<file path="config.mk">
export PLATFORM = sky130hd
export DESIGN_NAME = sdram_burst_seq
export DESIGN_NICKNAME = d
export VERILOG_FILES = /design/src/rtl/sbs_pkg.sv /design/src/rtl/sbs_datapath.sv /design/src/rtl/sbs_control.sv /design/src/rtl/sdram_burst_seq.sv
export SDC_FILE = /design/constraint.sdc
export NUM_CORES = 1
export LEC_CHECK = 0
export ABC_AREA = 1
export BUFFER_PORTS_ARGS = -buffer_cell sky130_fd_sc_hd__buf_2
export CAP_MARGIN = 20
export CORE_UTILIZATION = 62
export CTS_BUF_LIST = sky130_fd_sc_hd__clkbuf_4 sky130_fd_sc_hd__clkbuf_8
export DETAILED_ROUTE_END_ITERATION = 10
export PLACE_DENSITY = 0.84
export SLEW_MARGIN = 25
export SYNTH_ARGS = -nofsm -noshare
export SYNTH_HDL_FRONTEND = slang
export SYNTH_SLANG_ARGS = --single-unit
</file>
<file path="constraint.sdc">
create_clock -name clk -period 2.7 [get_ports clk]
set_clock_uncertainty 0.1 [all_clocks]
set_input_delay 0.27 -clock clk [delete_from_list [all_inputs] [get_ports clk]]
set_output_delay 0.27 -clock clk [all_outputs]
set_load 0.02 [all_outputs]
</file>
<file path="src/rtl/sbs_pkg.sv">
package sbs_pkg;

  localparam int MODE_W = 10;

  // Fields of the mode word that the sequencer uses.
  typedef struct packed {
    logic       wrSingle;  // writes are single beat
    logic [2:0] casCode;   // latency code, 010 means two cycles
    logic       ilv;       // interleaved ordering request
    logic [2:0] lenCode;   // burst length code
  } modeCfg_t;

  // Strobes from the control to the datapath.
  typedef struct packed {
    logic modeLoad;
    logic load;
    logic loadWrite;
    logic advance;
  } seqStrobe_t;

endpackage

</file>
<file path="src/rtl/sbs_datapath.sv">
module sbs_datapath
  import sbs_pkg::*;
#(
  parameter int COL_W = 9
) (
  input  logic             clk,
  input  logic             rstN,
  input  seqStrobe_t       strb,
  input  modeCfg_t         modeIn,
  input  logic [COL_W-1:0] startIn,
  output logic [COL_W-1:0] colAddr,
  output logic             lastBeat,
  output logic             casLat3
);

  localparam logic [COL_W-1:0] MASK_2 = COL_W'(1);
  localparam logic [COL_W-1:0] MASK_4 = COL_W'(3);
  localparam logic [COL_W-1:0] MASK_8 = COL_W'(7);

  modeCfg_t         modeQ;
  logic [COL_W-1:0] startQ;
  logic [COL_W-1:0] beatQ;
  logic [COL_W-1:0] maskQ;
  logic             fullQ;
  logic             ilvQ;

  logic [COL_W-1:0] nextMask;
  logic             nextFull;
  logic             nextIlv;
  logic             singleWr;

  always_ff @(posedge clk) begin
    if (!rstN) begin
      modeQ <= '0;
    end else if (strb.modeLoad) begin
      modeQ <= modeIn;
    end
  end

  assign casLat3  = (modeQ.casCode != 3'b010);
  assign singleWr = strb.loadWrite && modeQ.wrSingle;

  // Length decode for the burst being loaded.
  always_comb begin
    nextFull = 1'b0;
    unique case (modeQ.lenCode)
      3'b001:  nextMask = MASK_2;
      3'b010:  nextMask = MASK_4;
      3'b011:  nextMask = MASK_8;
      3'b111: begin
        nextMask = '1;
        nextFull = 1'b1;
      end
      default: nextMask = '0;
    endcase
    if (singleWr) begin
      nextMask = '0;
      nextFull = 1'b0;
    end
    nextIlv = modeQ.ilv && !singleWr &&
              ((modeQ.lenCode == 3'b010) || (modeQ.lenCode == 3'b011));
  end

  always_ff @(posedge clk) begin
    if (!rstN) begin
      startQ <= '0;
      beatQ  <= '0;
      maskQ  <= '0;
      fullQ  <= 1'b0;
      ilvQ   <= 1'b0;
    end else if (strb.load) begin
      startQ <= startIn;
      beatQ  <= '0;
      maskQ  <= nextMask;
      fullQ  <= nextFull;
      ilvQ   <= nextIlv;
    end else if (strb.advance) begin
      beatQ <= beatQ + COL_W'(1);
    end
  end

  logic [COL_W-1:0] seqLow;
  logic [COL_W-1:0] ilvLow;
  logic [COL_W-1:0] pickLow;

  assign seqLow  = startQ + beatQ;
  assign ilvLow  = startQ ^ beatQ;
  assign pickLow = ilvQ ? ilvLow : seqLow;

  // Bits inside the burst block follow the count, bits above stay fixed.
  for (genvar b = 0; b < COL_W; b++) begin : g_colBit
    assign colAddr[b] = maskQ[b] ? pickLow[b] : startQ[b];
  end

  assign lastBeat = !fullQ && (beatQ == maskQ);

endmodule

</file>
<file path="src/rtl/sbs_control.sv">
module sbs_control
  import sbs_pkg::*;
(
  input  logic       clk,
  input  logic       rstN,
  input  logic       modeWrEn,
  input  logic       modeTestBits,
  input  logic       cmdRd,
  input  logic       cmdWr,
  input  logic       cmdAutoPre,
  input  logic       cmdStop,
  input  logic       cmdPrecharge,
  input  logic       lastBeat,
  input  logic       casLat3,
  output seqStrobe_t strb,
  output logic       colValid,
  output logic       colWrite,
  output logic       dataValid,
  output logic       burstEnd,
  output logic       cmdError
);

  logic       autoPreQ;
  logic [1:0] rdPipe;
  logic       anyCmd;
  logic       guarded;
  logic       accept;
  logic       finish;
  logic       readBeat;

  assign anyCmd   = cmdRd || cmdWr;
  assign guarded  = colValid && autoPreQ && !lastBeat;
  assign accept   = anyCmd && !guarded;
  assign finish   = colValid && (lastBeat || cmdStop || (cmdPrecharge && !guarded));
  assign readBeat = colValid && !colWrite;

  always_comb begin
    strb.modeLoad  = modeWrEn && !modeTestBits && !colValid && !anyCmd;
    strb.load      = accept;
    strb.loadWrite = cmdWr;
    strb.advance   = colValid && !accept && !finish;
  end

  always_ff @(posedge clk) begin
    if (!rstN) begin
      colValid <= 1'b0;
      colWrite <= 1'b0;
      autoPreQ <= 1'b0;
      cmdError <= 1'b0;
      rdPipe   <= '0;
    end else begin
      if (accept) begin
        colValid <= 1'b1;
        colWrite <= cmdWr;
        autoPreQ <= cmdAutoPre;
      end else if (finish) begin
        colValid <= 1'b0;
      end
      cmdError  <= (anyCmd || cmdPrecharge) && guarded;
      rdPipe[1] <= readBeat && casLat3;
      rdPipe[0] <= rdPipe[1] || (readBeat && !casLat3);
    end
  end

  assign dataValid = (colValid && colWrite) || rdPipe[0];
  assign burstEnd  = colValid && lastBeat;

endmodule

</file>
<file path="src/rtl/sdram_burst_seq.sv">
module sdram_burst_seq
  import sbs_pkg::*;
#(
  parameter int COL_W = 9
) (
  input  logic              clk,
  input  logic              rstN,
  input  logic              modeWrEn,
  input  logic [MODE_W-1:0] modeWord,
  input  logic              cmdRd,
  input  logic              cmdWr,
  input  logic [COL_W-1:0]  cmdCol,
  input  logic              cmdAutoPre,
  input  logic              cmdStop,
  input  logic              cmdPrecharge,
  output logic [COL_W-1:0]  colAddr,
  output logic              colValid,
  output logic              colWrite,
  output logic              dataValid,
  output logic              burstEnd,
  output logic              cmdError
);

  seqStrobe_t strb;
  modeCfg_t   modeIn;
  logic       lastBeat;
  logic       casLat3;
  logic       modeTestBits;

  assign modeIn = '{wrSingle: modeWord[9], casCode: modeWord[6:4],
                    ilv: modeWord[3], lenCode: modeWord[2:0]};
  assign modeTestBits = |modeWord[8:7];

  sbs_control u_ctrl (
    .clk          (clk),
    .rstN         (rstN),
    .modeWrEn     (modeWrEn),
    .modeTestBits (modeTestBits),
    .cmdRd        (cmdRd),
    .cmdWr        (cmdWr),
    .cmdAutoPre   (cmdAutoPre),
    .cmdStop      (cmdStop),
    .cmdPrecharge (cmdPrecharge),
    .lastBeat     (lastBeat),
    .casLat3      (casLat3),
    .strb         (strb),
    .colValid     (colValid),
    .colWrite     (colWrite),
    .dataValid    (dataValid),
    .burstEnd     (burstEnd),
    .cmdError     (cmdError)
  );

  sbs_datapath #(.COL_W(COL_W)) u_dp (
    .clk      (clk),
    .rstN     (rstN),
    .strb     (strb),
    .modeIn   (modeIn),
    .startIn  (cmdCol),
    .colAddr  (colAddr),
    .lastBeat (lastBeat),
    .casLat3  (casLat3)
  );

endmodule

</file>
==> reports/summary.txt, run 1 <==
nets - 399
final hold violation count - 0
Critical Path RT - 2.33 ns
Post-Layout Inst Area - 0.00251 mm²
P_leak - 1.19 nW
ys async rst share - 0%
dpl ws - 0.465 ns
core region area - 0.00339 mm²
Hold Crit Class - input port to flip-flop
Synth Warn # - 0
Worst R2R Start - u_dp.beatQ[1]
crit path time final - 2.53 ns
fin worst setup slack - 0.167 ns
drt total wl - 5050 µm
vias per cell - 5.42
Placed Area - 0.00243 mm²
total power - 1.05 mW
area leader, netlist - dfxtp_1
R2R setup slack - 0.60 ns
outcome - finished clean
input/output buffers - 40
die area - 0.00382 mm²
Die Span Y - 61.8 µm
Crit Path Max Fanout - 9
Synth cell types - 35
Syn Inst Count - 323
total gr overflow - 0
multi-input logic area - 0.00124 mm²
crit path DAT - 2.16 ns
post-route setup TNS - 0 ns
area share of the largest cell type after synthesis - 34.3%
CTS sink count - 38
Rel. slew slack - 66.5%
DRT Pass-1 Iters - 4
Critical path origin - u_dp.beatQ[3]
Root Driver - clkbuf_4
layout cell share with drive strength beyond 1 - 18.5%
Critical Path End - colAddr[8]
Crit Path Category - flip-flop to output pin
crit share post-route - 93.8%
max cap viols - 0
Area growth syn-to-layout - 13.2%
CP Launch Type - flip-flop
Detail Route Antenna Nets - 0
CTS buffer count - 5
vias in the first global route - 1960
clk_lat worst skew - 0.34 ns
post-synthesis area per instance - 6.87 µm²
sequential-to-total area share from yosys stat - 34.3%
Pwr per Cell Area - 417 mW/mm²
GRT Total Usage - 27.6%
Cell Rows - 21
DRC Markers - 0
R2R depth - 10
first-pass GRT wire length - 7910 µm
CP endpoint kind - output pin
Max clock buf depth - 2
Worst VDD drop - 337 µV
Area contributors post-synth - dfxtp_1 (34%), nand2_1 (14%), inv_1 (7.1%), nand3_1 (6.8%), a21oi_1 (6.1%)
largest net degree at the start of global routing - 25
flops & latches, synth - 38
Layout Cells excl Fill - 409
n_diodes - 0
Pins Over Slew Limit - 0
Synthesized Nets - 360
HPWL Detailed - 3730 µm
Final Util - 74.1%
hold slack - 0.0122 ns
Fillers - 287
Initial Utilization - 65.4%
Post-Syn Area - 0.00222 mm²
H-tree Lvls - 2
Post-synth EDFFs - 0
Iteration-0 DRC Markers - 108
top_reg_cell synth - dfxtp_1
fmax - 395 MHz
CTS Hold Buffers Added - 0
Vias - 2216
TritonCTS clock tree - done
Ports - 41
worst slew pin tran - 0.501 ns
R2R Path End - u_dp.maskQ[0]
clock slew seen by the registers of the worst setup and hold paths - 0.12 ns
Routed WL per cell - 12.4 µm
die width - 61.8 µm
Storage cell area - 762 µm²
initial antenna violation count - 0
placed cell count - 401
Final GP Congestion - 0.859
# setup viols final - 0
worst min-delay path by stage:
stage | start | end | slack (ns) | cells after the start
2_1_floorplan | cmdCol[2] | u_dp.startQ[2] | 0.27 | 2
3_3_place_gp | u_dp.modeQ[7] | u_dp.modeQ[7] | 0.33 | 2
3_5_place_dp | u_dp.modeQ[7] | u_dp.modeQ[7] | 0.34 | 2
4_1_cts | cmdCol[5] | u_dp.startQ[5] | 0.02 | 3
5_1_grt | cmdCol[5] | u_dp.startQ[5] | 0.04 | 3
6_report | cmdCol[5] | u_dp.startQ[5] | 0.01 | 3
sequential cells by signal (all words and copies together) (netlist names):
signal,cells
u_ctrl.autoPreQ,1
u_ctrl.cmdError,1
u_ctrl.colValid,1
u_ctrl.colWrite,1
u_ctrl.rdPipe,2
u_dp.beatQ,9
u_dp.fullQ,1
u_dp.ilvQ,1
u_dp.maskQ,4
u_dp.modeQ,8
u_dp.startQ,9
cell type report:
cell class	count	area share, %
flip-flops and latches	38	30.3
well taps	46	2.29
multi-input cells	230	49.5
clock inverters	2	0.498
repair buffers	42	8.57
clock buffers	6	2.04
inverters	45	6.73
Yosys cell counts (4+ instances only):
cell       number
inv_1          42
o21ai_1         6
buf_2           4
nor2_1         15
dfxtp_1        38
nand3_1        30
a21oi_1        27
nand2_1        80
xor2_1          5
o2111ai_1       6
ha_1            9
o21ai_0        24
nand4_1         5
kinds of logic (layout without fill, tap and decap cells):
| kind of cell | Yosys count | count (layout) | synth area share, % |
|---|---|---|---|
| adders and majority gates | 10 | 10 | 5.98 |
| and+or+nand+nor | 142 | 142 | 28.2 |
| DFF | 38 | 38 | 34.3 |
| AOI/OAI and AO/OA | 71 | 71 | 18.6 |
| buffers and inverters | 55 | 95 | 10.2 |
| xor gates and xnor gates | 7 | 7 | 2.76 |
repair_timing:
action	in CTS	in global routing
buffers inserted	0	0
endpoints found under the setup margin	0	2
hold endpoints to repair	0	0
gates resized for setup	0	5
cells in the final DEF (no fill, tap or decap), types with 2 or more instances in the layout:
cell,netlist,routed
o22ai_1,2,2
nand3_2,1,2
nand4_1,5,5
clkbuf_4,0,5
inv_1,42,42
xor2_1,5,5
nor2_2,2,2
o2111ai_1,6,6
nand3_1,30,29
buf_2,4,40
nor2_1,15,15
nand2_1,80,79
dfxtp_1,38,37
a21oi_1,27,27
o21ai_1,6,6
buf_4,2,2
ha_1,9,8
o21bai_1,2,2
o21ai_0,24,24
nor3_1,2,2
inv_2,2,2
nand2_2,3,4
xnor2_1,2,2
report_power, final:
group	internal, mW	switching (mW)	leakage [nW]	total, mW
Sequential	0.577	0.0119	0.310	0.589
Clock	0.125	0.192	0.0343	0.317
Combinational	0.0505	0.0897	0.846	0.140
Total	0.753	0.293	1.19	1.05
critical path, cell delays in order, from the launching register on:
cell     delay (ns)
dfxtp_1        0.52
ha_1           0.34
a21oi_1        0.19
nand2_2        0.11
nand3_2        0.09
nand2_1        0.06
nand2_1        0.08
nand2_1        0.05
nand2_1        0.05
o21ai_0        0.09
nand2_1        0.07
nand2_1        0.04
buf_2          0.15
per-layer routing:
metal / track usage, % / vias up / part of all wire, %
met2: 50.2 / 63 / 51
li1: - / 1141 / -
met4: 9.84 / 0 / 1.1
met3: 3.93 / 7 / 5.6
met1: 33.0 / 1005 / 43
met5: 0 / - / 0
Note: power is estimated with default switching activity, not from simulation.
==> inputs of run 2 (changes only) <==
- CORE_UTILIZATION: 62 -> 45
- PLACE_DENSITY: 0.84 -> 0.63
==> run 2 against run 1 <==
Worst setup slack better by 0.059 ns. Maximum frequency up 2.4%. Clock power up 29%. Flip-flop and latch count unchanged. Power up 8.5%. First-iteration DRC count up 7.4%. Clock-buffer cell count unchanged. Combinational power about the same. Die area up 36%. Hold slack better by 0.056 ns. Sequential share of layout area down 0.60 points. Largest cell class unchanged. Largest power group unchanged. Highest routed layer unchanged.
==> reports/summary.txt, run 2 (synthesized netlist as in run 1, its figures left out) <==
Final GP Congestion - 0.869
vias in the first global route - 2075
Max clock buf depth - 2
CP endpoint kind - output pin
Iteration-0 DRC Markers - 116
die width - 72.2 µm
n_diodes - 0
total power - 1.14 mW
register share of total power - 51.8%
multi-input logic area - 0.00123 mm²
Routed WL per cell - 11.9 µm
outcome - finished clean
die area - 0.00521 mm²
drt total wl - 5120 µm
R2R setup slack - 0.60 ns
CP Launch Type - flip-flop
Detail Route Antenna Nets - 0
input/output buffers - 40
vias per cell - 5.07
part of the power in the clock network - 36.0%
Pwr per Cell Area - 444 mW/mm²
crit share post-route - 91.6%
top flop regs - u_dp.beatQ x9, u_dp.startQ x9, u_dp.modeQ x8
core region area - 0.00472 mm²
Root Driver - clkbuf_8
DRC Markers - 0
post-cts sizing count - 0
commonest non-fill, non-tap cell in the layout - nand2_1
P_leak - 1.20 nW
CTS Hold Buffers Added - 0
first-pass GRT wire length - 8970 µm
initial antenna violation count - 0
Initial Utilization - 47.0%
crit path DAT - 2.10 ns
CTS sink count - 38
largest net degree at the start of global routing - 24
nets - 399
Worst VDD drop - 336 µV
switching share of total power - 26.7%
Hold Crit Class - input port to flip-flop
Storage cell area - 761 µm²
Fillers - 480
Comb pwr share - 12.3%
Internal - 0.832 mW
Ports - 41
crit path time final - 2.47 ns
total gr overflow - 0
Die Span Y - 72.2 µm
DRT Pass-1 Iters - 5
fmax - 404 MHz
switching power - 0.303 mW
Crit Path Max Fanout - 5
Cell Rows - 25
worst slew pin tran - 0.452 ns
Area growth syn-to-layout - 15.3%
clk_lat worst skew - 0.29 ns
TritonCTS clock tree - done
HPWL Detailed - 3790 µm
Crit Path Category - flip-flop to output pin
max cap viols - 0
post-route setup TNS - 0 ns
Critical Path RT - 2.33 ns
CTS buffer count - 5
Rel. slew slack - 69.8%
Vias - 2181
RSZ-0062 raised after global routing - no
clock slew seen by the registers of the worst setup and hold paths - 0.08 ns
Post-CTS Setup Bufs - 0
highest-count cells in the layout ignoring fill and taps - nand2_1 (80), inv_1 (42), buf_2 (40)
# setup viols final - 0
GRT Total Usage - 21.8%
final hold violation count - 0
layout cell share with drive strength beyond 1 - 17.4%
fin worst setup slack - 0.226 ns
H-tree Lvls - 2
dpl ws - 0.516 ns
Pins Over Slew Limit - 0
[run 2: routing by layer]
| layer | track usage, % | wire length [µm] | share of wire [%] | up-vias |
|---|---|---|---|---|
| li1 | - | - | - | 1144 |
| met5 | 0 | 0 | 0 | - |
| met2 | 38.6 | 2430 | 47 | 40 |
| met4 | 6.75 | 55 | 1.1 | 0 |
| met1 | 27.3 | 2470 | 48 | 991 |
| met3 | 2.92 | 166 | 3.2 | 6 |
[run 2: final cells by class]
class,count,area share (%)
clock buffer,6,3.23
sequential,38,29.7
timing repair buffer,42,8.41
tap,67,3.28
clock inverter,2,0.489
inverter,45,6.60
multi-input combinational,230,48.2
[run 2: worst paths after layout]
kind,startpoint,endpoint,cells after the start
worst max-delay path,u_dp.beatQ[0],colAddr[8],13
worst min-delay path,cmdCol[3],u_dp.startQ[3],3
worst max register to register,u_dp.beatQ[5],u_dp.ilvQ,10
worst min register to register,u_ctrl.colWrite,u_ctrl.rdPipe[1],1
[run 2: power groups by stage]
stage / Combinational, mW / Sequential [mW] / Clock, mW
after floorplan: 0.0894 / 0.601 / 0
after global placement: 0.139 / 0.601 / 0
after detailed placement: 0.139 / 0.601 / 0
after CTS: 0.140 / 0.588 / 0.421
after global routing: 0.155 / 0.590 / 0.444
final: 0.139 / 0.588 / 0.408
[run 2: through the flow]
stage          hold WS (ns)  cell area [µm²]  util (%)  cells
6_report             0.0678             2560      54.1    430
5_1_grt              0.0726             2560      54.1    430
4_1_cts              0.0628             2550      54.1    430
3_5_place_dp          0.335             2460      52.1    422
3_3_place_gp          0.331             2460      52.1    422
2_1_floorplan         0.273             2220         -    323
[run 2: critical path: stages, from the launching register on]
cell,delay [ns]
dfxtp_1,0.35
ha_2,0.21
fa_1,0.39
nand3_1,0.10
nand2_1,0.11
nand3_1,0.11
nand2_1,0.06
nand2_1,0.06
nand2_1,0.05
nand2_1,0.04
o21ai_0,0.08
nand2_1,0.06
nand2_1,0.04
buf_2,0.15
==> inputs of run 3 (changes only) <==
- CORE_MARGIN: unset -> 8
==> run 3 against run 2 <==
Critical path depth is the same. Routed wire length grew 6.0%. Clock-buffer cell count shrank 1. Power grew 16%. Utilization grew 0.51 points. Flip-flop and latch count is the same. Highest routed layer unchanged.
==> reports/summary.txt, run 3 (synthesized netlist as in run 1, its figures left out) <==
outcome - finished clean
vias in the first global route - 2080
H-tree Lvls - 2
RSZ-0062 raised after global routing - no
final hold violation count - 0
CTS sink count - 38
Final Util - 54.7%
R2R depth - 9
vias per cell - 5.01
Rel. slew slack - 70.3%
DRC Markers - 0
CTS Hold Buffers Added - 0
GRT Total Usage - 15.5%
part of the power in the clock network - 44.7%
Layout Cells excl Fill - 429
largest net degree at the start of global routing - 25
crit share post-route - 91.5%
Worst VDD drop - 312 µV
Iteration-0 DRC Markers - 110
Final GP Congestion - 0.858
Area growth syn-to-layout - 17.1%
clock slew seen by the registers of the worst setup and hold paths - 0.08 ns
core region area - 0.00475 mm²
max cap viols - 0
worst slew pin tran - 0.445 ns
input/output buffers - 40
CP endpoint kind - output pin
highest-count cells in the layout ignoring fill and taps - nand2_1 (79), inv_1 (42), buf_2 (40)
layout cell share with drive strength beyond 1 - 17.7%
Cell Rows - 25
Crit Path Category - flip-flop to output pin
Placed Area - 0.00245 mm²
CP Launch Type - flip-flop
die width - 86.2 µm
register share of total power - 44.8%
crit path DAT - 2.10 ns
Hold Startpoint - cmdCol[3]
Worst path slowest cell - fa_1
TritonCTS clock tree - done
Worst R2R Start - u_dp.beatQ[4]
Crit path top cell by count - nand2_1
Pins Over Slew Limit - 0
Fillers - 523
Pwr per Cell Area - 506 mW/mm²
first-pass GRT wire length - 9470 µm
Critical Path RT - 2.33 ns
Hold Path End - u_dp.startQ[3]
Hold Crit Class - input port to flip-flop
WHS Path Cells - 3
CTS buffer count - 5
Die Span Y - 86.2 µm
DRT Pass-1 Iters - 4
R2R Path End - u_dp.startQ[0]
commonest non-fill, non-tap cell in the layout - nand2_1
Ports - 41
Max clock buf depth - 2
HPWL Detailed - 4000 µm
crit path time final - 2.47 ns
switching power - 0.318 mW
nets - 398
initial antenna violation count - 0
Post-CTS Setup Bufs - 0
Detail Route Antenna Nets - 0
total gr overflow - 0
# setup viols final - 0
drt total wl - 5430 µm
total power - 1.31 mW
R2R setup slack - 0.59 ns
switching share of total power - 24.2%
top flop regs - u_dp.beatQ x9, u_dp.startQ x9, u_dp.modeQ x8
Internal - 0.996 mW
clk_lat worst skew - 0.29 ns
Root Driver - clkbuf_8
Initial Utilization - 46.7%
post-route setup TNS - 0 ns
fmax - 405 MHz
Vias - 2149
P_leak - 1.22 nW
n_diodes - 0
die area - 0.00743 mm²
placed cell count - 421
post-cts sizing count - 0
Routed WL per cell - 12.7 µm
CP cell instances - ha_2 -> fa_1 -> nand3_1 -> nand2_2 -> nand3_1 -> nand2_1 -> nand2_1 -> nand2_1 -> nand2_1 -> o21ai_0 -> nand2_1 -> nand2_1 -> buf_2
Crit Path Max Fanout - 5
crit-path max cell delay - 0.38 ns
Comb pwr share - 10.5%
Post-Layout Inst Area - 0.00260 mm²
run 3: cell count changes in the layout (fill, tap and decap cells not counted):
cell,change
nand2_1,-1
clkbuf_8,-1
clkinv_2,-1
clkinv_4,+1
clkinvlp_4,-1
a21oi_1,-1
nand2_2,+1
a21oi_2,+1
bufinv_16,+2
buf_4,-1
run 3: critical path: cells and delay by family, from the launching register on:
family | cells | cell delay, ns
simple gates | 9 | 0.64
fa+ha+maj | 2 | 0.60
flops | 1 | 0.36
buf+inv | 1 | 0.15
compound gates | 1 | 0.08
run 3: final cells by class:
type,instances,area (µm²),share of cell area (%)
inverter,45,169,6.50
clock buffer,5,68.8,2.65
timing repair buffer,41,208,7.99
multi-input combinational,230,1240,47.7
sequential,38,761,29.3
clock inverter,3,68.8,2.65
tap,67,83.8,3.23
run 3: worst max path at each step:
| stage | from | end | slack (ns) | depth (start not counted) |
|---|---|---|---|---|
| 2_1_floorplan | u_dp.beatQ[2] | colAddr[5] | 0.66 | 6 |
| 6_report | u_dp.beatQ[0] | colAddr[8] | 0.23 | 13 |
| 5_1_grt | u_dp.beatQ[3] | colAddr[8] | 0.04 | 12 |
| 4_1_cts | u_dp.beatQ[0] | colAddr[8] | 0.16 | 13 |
| 3_5_place_dp | u_dp.beatQ[0] | colAddr[8] | 0.49 | 13 |
| 3_3_place_gp | u_dp.beatQ[0] | colAddr[8] | 0.53 | 13 |
run 3: layer usage:
layer | vias to the layer above | wire [µm] | GRT usage, %
li1 | 1142 | - | -
met1 | 969 | 2660 | 19.2
met2 | 29 | 2490 | 25.7
met3 | 9 | 180 | 3.59
met4 | 0 | 89 | 5.32
met5 | - | 0 | 0
run 3: through the flow:
stage,worst slack (ns),hold slack [ns]
finish,0.229,0.0574
global route,0.0404,0.0579
CTS,0.158,0.0445
detailed placement,0.490,0.337
global placement,0.531,0.335
floorplan,0.658,0.273
run 3: power groups by stage:
stage	logic, mW	clock network (mW)	registers (mW)
detailed placement	0.139	0	0.601
global route	0.154	0.631	0.591
floorplan	0.0894	0	0.601
CTS	0.140	0.602	0.588
finish	0.138	0.588	0.588
global placement	0.138	0	0.601
